`src/rtl/cmt_pkg.sv`:
```
package cmt_pkg;
    localparam int NUM_CH   = 2;
    localparam int PEND_LSB = 16;
    localparam int CTL_OFF  = 0;

    function automatic int cmp_off(input int ch);
        return 4 + 8 * ch;
    endfunction

    function automatic int cnt_off(input int ch);
        return 8 + 8 * ch;
    endfunction
endpackage

```
`src/rtl/cmt_addr_dec.sv`:
```
module cmt_addr_dec #(
    parameter int ADDR_W = 5,
    parameter int NUM_CH = 2
) (
    input  logic [ADDR_W-1:0] addr,
    output logic              sel_ctl,
    output logic [NUM_CH-1:0] sel_cmp,
    output logic [NUM_CH-1:0] sel_cnt
);
    assign sel_ctl = (addr == ADDR_W'(cmt_pkg::CTL_OFF));

    for (genvar g = 0; g < NUM_CH; g++) begin : g_sel
        assign sel_cmp[g] = (addr == ADDR_W'(cmt_pkg::cmp_off(g)));
        assign sel_cnt[g] = (addr == ADDR_W'(cmt_pkg::cnt_off(g)));
    end
endmodule

```
`src/rtl/cmt_channel.sv`:
```
module cmt_channel #(
    parameter int CNT_W = 32
) (
    input  logic             clk,
    input  logic             rst_n,
    input  logic             en,
    input  logic             wr_cmp,
    input  logic             wr_cnt,
    input  logic [CNT_W-1:0] wdata,
    output logic [CNT_W-1:0] count,
    output logic [CNT_W-1:0] compare,
    output logic             pend
);
    typedef struct packed {
        logic [CNT_W-1:0] cnt;
        logic [CNT_W-1:0] cmp;
        logic             pend;
    } chan_t;

    chan_t s_q, s_d;
    logic  hit;

    always_comb begin
        s_d = s_q;
        hit = en && (s_q.cnt == s_q.cmp);
        if (wr_cnt) begin
            s_d.cnt = wdata;
        end else if (en) begin
            s_d.cnt = s_q.cnt + 1'b1;
        end
        if (wr_cmp) begin
            s_d.cmp  = wdata;
            s_d.pend = 1'b0;
        end else if (hit) begin
            s_d.pend = 1'b1;
        end
    end

    always_ff @(posedge clk or negedge rst_n) begin
        if (!rst_n) begin
            s_q <= '{cnt: '0, cmp: '1, pend: 1'b0};
        end else begin
            s_q <= s_d;
        end
    end

    assign count   = s_q.cnt;
    assign compare = s_q.cmp;
    assign pend    = s_q.pend;
endmodule

```
`src/rtl/cmt_pair_timer.sv`:
```
module cmt_pair_timer #(
    parameter int DATA_W = 32,
    parameter int ADDR_W = 5
) (
    input  logic                           clk,
    input  logic                           rst_n,
    input  logic [ADDR_W-1:0]              bus_addr,
    input  logic                           bus_we,
    input  logic [DATA_W-1:0]              bus_wdata,
    output logic [DATA_W-1:0]              bus_rdata,
    output logic [cmt_pkg::NUM_CH-1:0]     irq
);
    localparam int NUM_CH   = cmt_pkg::NUM_CH;
    localparam int PEND_LSB = cmt_pkg::PEND_LSB;

    typedef struct packed {
        logic [NUM_CH-1:0] en;
    } ctl_t;

    ctl_t ctl_q, ctl_d;

    logic                          sel_ctl;
    logic [NUM_CH-1:0]             sel_cmp;
    logic [NUM_CH-1:0]             sel_cnt;
    logic [NUM_CH-1:0]             pend_w;
    logic [NUM_CH-1:0][DATA_W-1:0] cnt_w;
    logic [NUM_CH-1:0][DATA_W-1:0] cmp_w;

    cmt_addr_dec #(
        .ADDR_W (ADDR_W),
        .NUM_CH (NUM_CH)
    ) i_dec (
        .addr    (bus_addr),
        .sel_ctl (sel_ctl),
        .sel_cmp (sel_cmp),
        .sel_cnt (sel_cnt)
    );

    for (genvar g = 0; g < NUM_CH; g++) begin : g_ch
        cmt_channel #(
            .CNT_W (DATA_W)
        ) i_ch (
            .clk     (clk),
            .rst_n   (rst_n),
            .en      (ctl_q.en[g]),
            .wr_cmp  (bus_we && sel_cmp[g]),
            .wr_cnt  (bus_we && sel_cnt[g]),
            .wdata   (bus_wdata),
            .count   (cnt_w[g]),
            .compare (cmp_w[g]),
            .pend    (pend_w[g])
        );
    end

    always_comb begin
        ctl_d = ctl_q;
        if (bus_we && sel_ctl) begin
            ctl_d.en = bus_wdata[NUM_CH-1:0];
        end
    end

    always_ff @(posedge clk or negedge rst_n) begin
        if (!rst_n) begin
            ctl_q <= '0;
        end else begin
            ctl_q <= ctl_d;
        end
    end

    always_comb begin
        bus_rdata = '0;
        if (sel_ctl) begin
            bus_rdata[NUM_CH-1:0]          = ctl_q.en;
            bus_rdata[PEND_LSB +: NUM_CH]  = pend_w;
        end
        for (int i = 0; i < NUM_CH; i++) begin
            if (sel_cmp[i]) bus_rdata = cmp_w[i];
            if (sel_cnt[i]) bus_rdata = cnt_w[i];
        end
    end

    assign irq = pend_w;
endmodule

```
`config.mk`:
```
export PLATFORM = sky130hd
export DESIGN_NAME = cmt_pair_timer
export DESIGN_NICKNAME = d
export VERILOG_FILES = /design/src/rtl/cmt_pkg.sv /design/src/rtl/cmt_addr_dec.sv /design/src/rtl/cmt_channel.sv /design/src/rtl/cmt_pair_timer.sv
export SDC_FILE = /design/constraint.sdc
export NUM_CORES = 1
export LEC_CHECK = 0
export CAP_MARGIN = 0
export CORE_AREA = 5 5 128 130
export CTS_BUF_LIST = sky130_fd_sc_hd__clkbuf_4 sky130_fd_sc_hd__clkbuf_8
export DETAILED_ROUTE_END_ITERATION = 6
export DIE_AREA = 0 0 133 135
export GPL_TIMING_DRIVEN = 0
export PLACE_DENSITY_LB_ADDON = 0.1
export SLEW_MARGIN = 20
export SYNTH_ARGS = -nofsm -noshare
export SYNTH_HDL_FRONTEND = slang
export SYNTH_SLANG_ARGS = --single-unit
```
`constraint.sdc`:
```
create_clock -name clk -period 2.4 [get_ports clk]
set_clock_uncertainty 0.2 [all_clocks]
set_input_delay 0.36 -clock clk [delete_from_list [all_inputs] [get_ports clk]]
set_output_delay 0.36 -clock clk [all_outputs]
set_load 0.05 [all_outputs]
```
# Word-level counts from Yosys, hierarchy flattened
# Cells that the tools add are included.
word_totals:
  register_bits: 132
  latchBits: 0
  ram_bits: 0
  rom_bits: 0
  input_bits: 40
  output_inout_bits: 34
  mem_count: 0
classes:
  n_addsub: 2
  n_mul: 0
  div_mod_pow: 0
  n_lt_le_gt_ge: 0
  n_eq_ne: 6
  shift: 0
  muxes: 14
  n_bitwise: 0
  reduce_logical: 12
op_table:
  columns: ["op", "n"]
  rows:
  - ["32-bit two-way mux", 8]
  - ["32-bit by 1-bit adder with 32-bit output, second input constant", 2]
  - ["32-bit equality test", 2]
  - ["5-bit by 4-bit equality test with 1-bit output, second input constant", 2]
  - ["2-bit nonzero test", 4]
  - ["1-bit logical AND", 7]
  - ["5-bit by 3-bit equality test with 1-bit output, second input constant", 1]
  - ["5-bit equality test, second input constant", 1]
  - ["5-bit logical NOT", 1]
  - ["1-bit two-way mux", 4]
  - ["2-bit two-way mux", 2]

# Longest topological paths before layout
logic_depth:
  word_depth: 6
  depth_mapped: 8
  ltp_nobuf: 6

# Modules after synthesis
# A second synthesis with hierarchy kept.
hier_totals:
  cells_unflattened: 813
  hier_area_um2: 8280.4
by_module_without_submodules:
  columns: ["mod", "n_inst", "cells_per_inst", "area_each_um2", "seq_area_each_um2"]
  rows:
  - ["cmt_channel", 2, 317, 3425.8, 1666.6]
  - ["cmt_pair_timer", 1, 171, 1372.6, 50.0]
  - ["cmt_addr_dec", 1, 8, 56.3, 0.0]

# Worst setup path before layout
# No wires, ideal clock.
synth_timing:
  path_kind: "input -> output"
  startpoint: "input port bus_addr[2]"
  endpoint: "output port bus_rdata[10]"
  arrival_ps: 2278
  required_ps: 1840
  setup_slack_ps: -438
  cell_stages: 7
  path_cell_list: "clkbuf_1 -> inv_2 -> nor2_1 -> clkbuf_1 -> clkbuf_1 -> a22oi_1 -> o21ai_1"
synth_via:
  elab_chain_len: 5
  elab_cells_between_ends: 8
  classes_between: "eq/ne: 4; mux: 4"
synth_lines:
  columns: ["element", "line", "rtl"]
  rows:
  - ["start: declaration", "cmt_pair_timer.sv:7", "input logic [ADDR_W-1:0] bus_addr,"]
  - ["5-bit by 3-bit equality test with 1-bit output", "cmt_addr_dec.sv:13", "assign sel_cmp[g] = (addr == ADDR_W'(cmt_pkg::cmp_off(g)));"]
  - ["32-bit two-way mux", "cmt_pair_timer.sv:77", "if (sel_cmp[i]) bus_rdata = cmp_w[i];"]
  - ["32-bit two-way mux", "cmt_pair_timer.sv:78", "if (sel_cnt[i]) bus_rdata = cnt_w[i];"]
  - ["32-bit two-way mux", "cmt_pair_timer.sv:77", null]
  - ["32-bit two-way mux (*)", "cmt_pair_timer.sv:78", null]
  - ["end: declaration", "cmt_pair_timer.sv:10", "output logic [DATA_W-1:0] bus_rdata,"]
# Every way passes the cells marked *; elsewhere a longest branch is shown, timed or not.

# Worst setup path in the final report
layout_timing:
  startpoint: "register ctl_q[0] in the netlist's numbering"
  endpoint: "output port bus_rdata[0]"
layout_via:
  elab_chain_len: 5
layout_lines:
  columns: ["element", "line", "rtl"]
  rows:
  - ["start: declaration", "cmt_pair_timer.sv:20", "ctl_t ctl_q, ctl_d;"]
  - ["start signal: assignment", "cmt_pair_timer.sv:66", "ctl_q <= ctl_d;"]
  - ["2-bit two-way mux", "cmt_pair_timer.sv:72", "if (sel_ctl) begin"]
  - ["32-bit two-way mux", "cmt_pair_timer.sv:77", null]
  - ["32-bit two-way mux", "cmt_pair_timer.sv:78", null]
  - ["32-bit two-way mux", "cmt_pair_timer.sv:77", null]
  - ["32-bit two-way mux", "cmt_pair_timer.sv:78", null]
# No other way between the ends.

==> impl_metrics.py <==
metrics = {
    "cells_and_area": {
        "n_antenna_cell": 0,
        "area_growth_pct": 23.9,
        "drive_gt1_frac": 0.255,
        "fin_util": 0.652,
        "final_cell_mix": "93 x mux2_1, 82 x nand2_1, 69 x xnor2_1",
        "layout.cells.non_filler": 1099,
        "layout_commonest_cell": "mux2_1",
        "final_nets": 941,
    },
    "worst_setup_path": {
        "arrival_ns": 1.82,
        "path_class": "reg -> out",
        "critPathBufInv": 2,
        "ff2ff_setup_slack_ns": 0.04,
        "timing.rr.start": "g_ch[0].i_ch.count[10]$_DFFE_PN0P_",
        "rr_worst_depth": 7,
        "critical-path-top-delay-family": "multiplexers",
        "end_kind": "output pin",
        "rr_endpoint": "g_ch[0].i_ch.count[29]$_DFFE_PN0P_",
        "setup.worst_path.start_class": "register",
        "slowest_stage": "mux4_2",
        "cp_common_cell": "buf_6",
        "crit_fanout": 8,
        "crit_path_max_incr_delay_ns": 0.45,
        "worstPathRequired_ns": 1.84,
        "worstPathCellList": "buf_6 > mux4_2 > a22o_1 > buf_6",
    },
    "yosys": {
        "yosys.cell_types.count": 39,
        "synth-seq-area-share": 0.427,
        "synth-async-reset-ratio": 1.00,
        "synth_area_per_cell_sq_um": 9.90,
        "syn_inst": 800,
        "synth_edf_count": 0,
        "synth_flop_cell": "dfrtp_1",
        "synth_seq_cells": 132,
        "netlist_area_sq_um": 7920,
        "synth_nets": 842,
        "synth_warnings": 0,
    },
    "sta": {
        "finalMaxSlewViolations": 0,
        "hold_viol_final": 0,
        "period_share": 0.990,
        "fin_setup_tns_ns": 0,
        "rsz0062_at_grt": "yes",
        "whs_ns": 0.146,
        "worst_pin_slew_ns": 0.964,
        "relSlewSlack": 0.357,
        "fmax_mhz": 421,
        "final-setup-viol-count": 0,
        "period_needed_ns": 2.38,
    },
    "clock_tree": {
        "htree_levels": 4,
        "cts_tree": "done",
        "cts_buffers": 17,
        "clkSlewWorstSetupHoldPaths_ns": 0.08,
        "cts.sinks": 132,
        "clk_latency_ns": 0.47,
        "clockBufferDepth": 2,
        "clockRootBuffer": "clkbuf_8",
    },
    "place": {
        "portBuffers": 71,
        "hpwlAfterDp_um": 18300,
        "gp_congestion": 0.893,
        "dpl.cell_count": 1060,
    },
    "route": {
        "drc": 0,
        "dr.first_iter.drc_count": 606,
        "num_vias": 6798,
        "wirelength_um": 25600,
        "via_per_inst": 6.19,
        "wire_per_inst_um": 23.3,
        "first_pass_iters": 6,
        "final_antenna_net_count": 0,
    },
    "die": {
        "fp.dieArea_sq_um": 18000,
        "dieWidth_um": 133,
        "start_util": 0.527,
        "fp.dieH_um": 135,
        "coreArea_sq_um": 15000,
        "ios": 74,
        "num_rows": 45,
    },
    "grt": {
        "grt_util_all_layers": 0.290,
        "antenna_found_initial": 0,
        "grt_pass1_vias": 6894,
        "grt_pass1_wl_um": 39700,
        "grt_start_max_net_pins": 98,
        "gr-total-overflow": 0,
    },
    "run_status": {
        "outcome": "finished, final reports clean",
    },
    "power_and_ir_drop": {
        "leakagePower_nw": 3.83,
        "totalPowerFinal_mw": 8.70,
        "ir_worst_vdd_v": 0.000550,
        "power.density_nw_per_um2": 887,
    },
    "hold_path": {
        "hold_path.class": "in -> async",
    },
    "flow_run": {
        "maxCapViolations": 0,
    },
}
==> kinds of logic after synthesis <==
family	share of synthesized area
fa+ha+maj	0.00316
simple gates	0.153
xor+xnor	0.138
mux	0.149
flops	0.427
compound gates	0.0925
buf+inv	0.0362
==> worst max path at each step <==
stage,start,endpoint,slack (ns),cells after the start
final,ctl_q[0]$_DFFE_PN0P_,bus_rdata[0],0.02,4
after global routing,g_ch[1].i_ch.count[2]$_DFFE_PN0P_,g_ch[1].i_ch.count[27]$_DFFE_PN0P_,-0.05,7
after CTS,g_ch[0].i_ch.count[1]$_DFFE_PN0P_,bus_rdata[1],0.001,4
after detailed placement,bus_addr[0],bus_rdata[30],-1.47,6
after global placement,rst_n,g_ch[0].i_ch.count[13]$_DFFE_PN0P_,-4.49,1
after floorplan,bus_addr[1],bus_rdata[27],-0.07,4
==> worst reg2reg max path, delay by kind of cell, from the launching register on <==
family | cells | cell delay (ns)
AO/OA/AOI/OAI | 1 | 0.06
XOR/XNOR | 1 | 0.17
buffers and inverters | 2 | 0.34
flip-flops | 1 | 0.33
AND/OR/NAND/NOR | 3 | 1.14
==> state kept, by name (all words and copies together) (netlist names) <==
name,count
g_ch.i_ch.count,64
ctl_q,2
g_ch.i_ch.pend,2
g_ch.i_ch.compare,64
==> layout make-up <==
| class | count | area, sq um |
|---|---|---|
| Buffer | 52 | 369 |
| Sequential cell | 132 | 3390 |
| Inverter | 10 | 37.5 |
| Multi-Input combinational cell | 598 | 4520 |
| Tap cell | 188 | 235 |
| Timing Repair Buffer | 88 | 875 |
| Clock buffer | 26 | 320 |
| Clock inverter | 5 | 50.0 |
| Fill cell | 1256 | 5230 |
==> per-stage QoR <==
stage,setup WS [ns],cell area (sq um)
after floorplan,-0.0733,8090
after global placement,-4.49,9030
after detailed placement,-1.47,9070
after CTS,0.00124,9640
after global routing,-0.0537,9800
final,0.0229,9800
==> timing repair <==
action / in CTS / in global routing
hold buffers: 1 / 0
gates resized for setup: 262 / 27
endpoints found under the hold margin: 86 / 0
gates cloned: 2 / 1
pin swaps: 1 / 5
setup buffers: 4 / 8
endpoints found under the setup margin: 131 / 38
==> per-layer routing <==
metal | vias to the layer above | routed length [um] | track usage
met1 | 3411 | 10800 | 0.380
met3 | 75 | 1520 | 0.0641
met5 | - | 0 | 0
met2 | 292 | 12100 | 0.456
met4 | 0 | 1140 | 0.141
li1 | 3020 | - | -
==> power breakdown <==
group	internal, mW	switching (mW)	leakage, nW	total, mW
clock network	0.958	0.885	0.201	1.84
registers	2.99	0.817	1.41	3.81
logic	1.36	1.68	2.22	3.04
==> Yosys cell counts, types with 3 or more instances <==
master    number  area share
nor2_1        43       0.020
xnor2_1       69       0.076
nor3_1        20       0.013
buf_1          4      0.0019
a22oi_1       28       0.027
a21oi_1       31       0.020
and3_1        15       0.012
nor4_1        17       0.013
nand2_1       82       0.039
and4_1         8      0.0089
mux2_1        93        0.13
a22o_1         4      0.0044
nand4_1       26       0.021
o21ai_2        3      0.0033
clkbuf_1      46       0.022
inv_1          8      0.0038
xor2_1        56       0.062
mux4_2         4       0.011
nor4_2         4      0.0063
nand3_1       23       0.015
dfstp_2       64        0.21
buf_2          7      0.0044
dfrtp_1       68        0.21
o21ai_1       55       0.035
No activity file was read; power rests on OpenSTA's default activity.
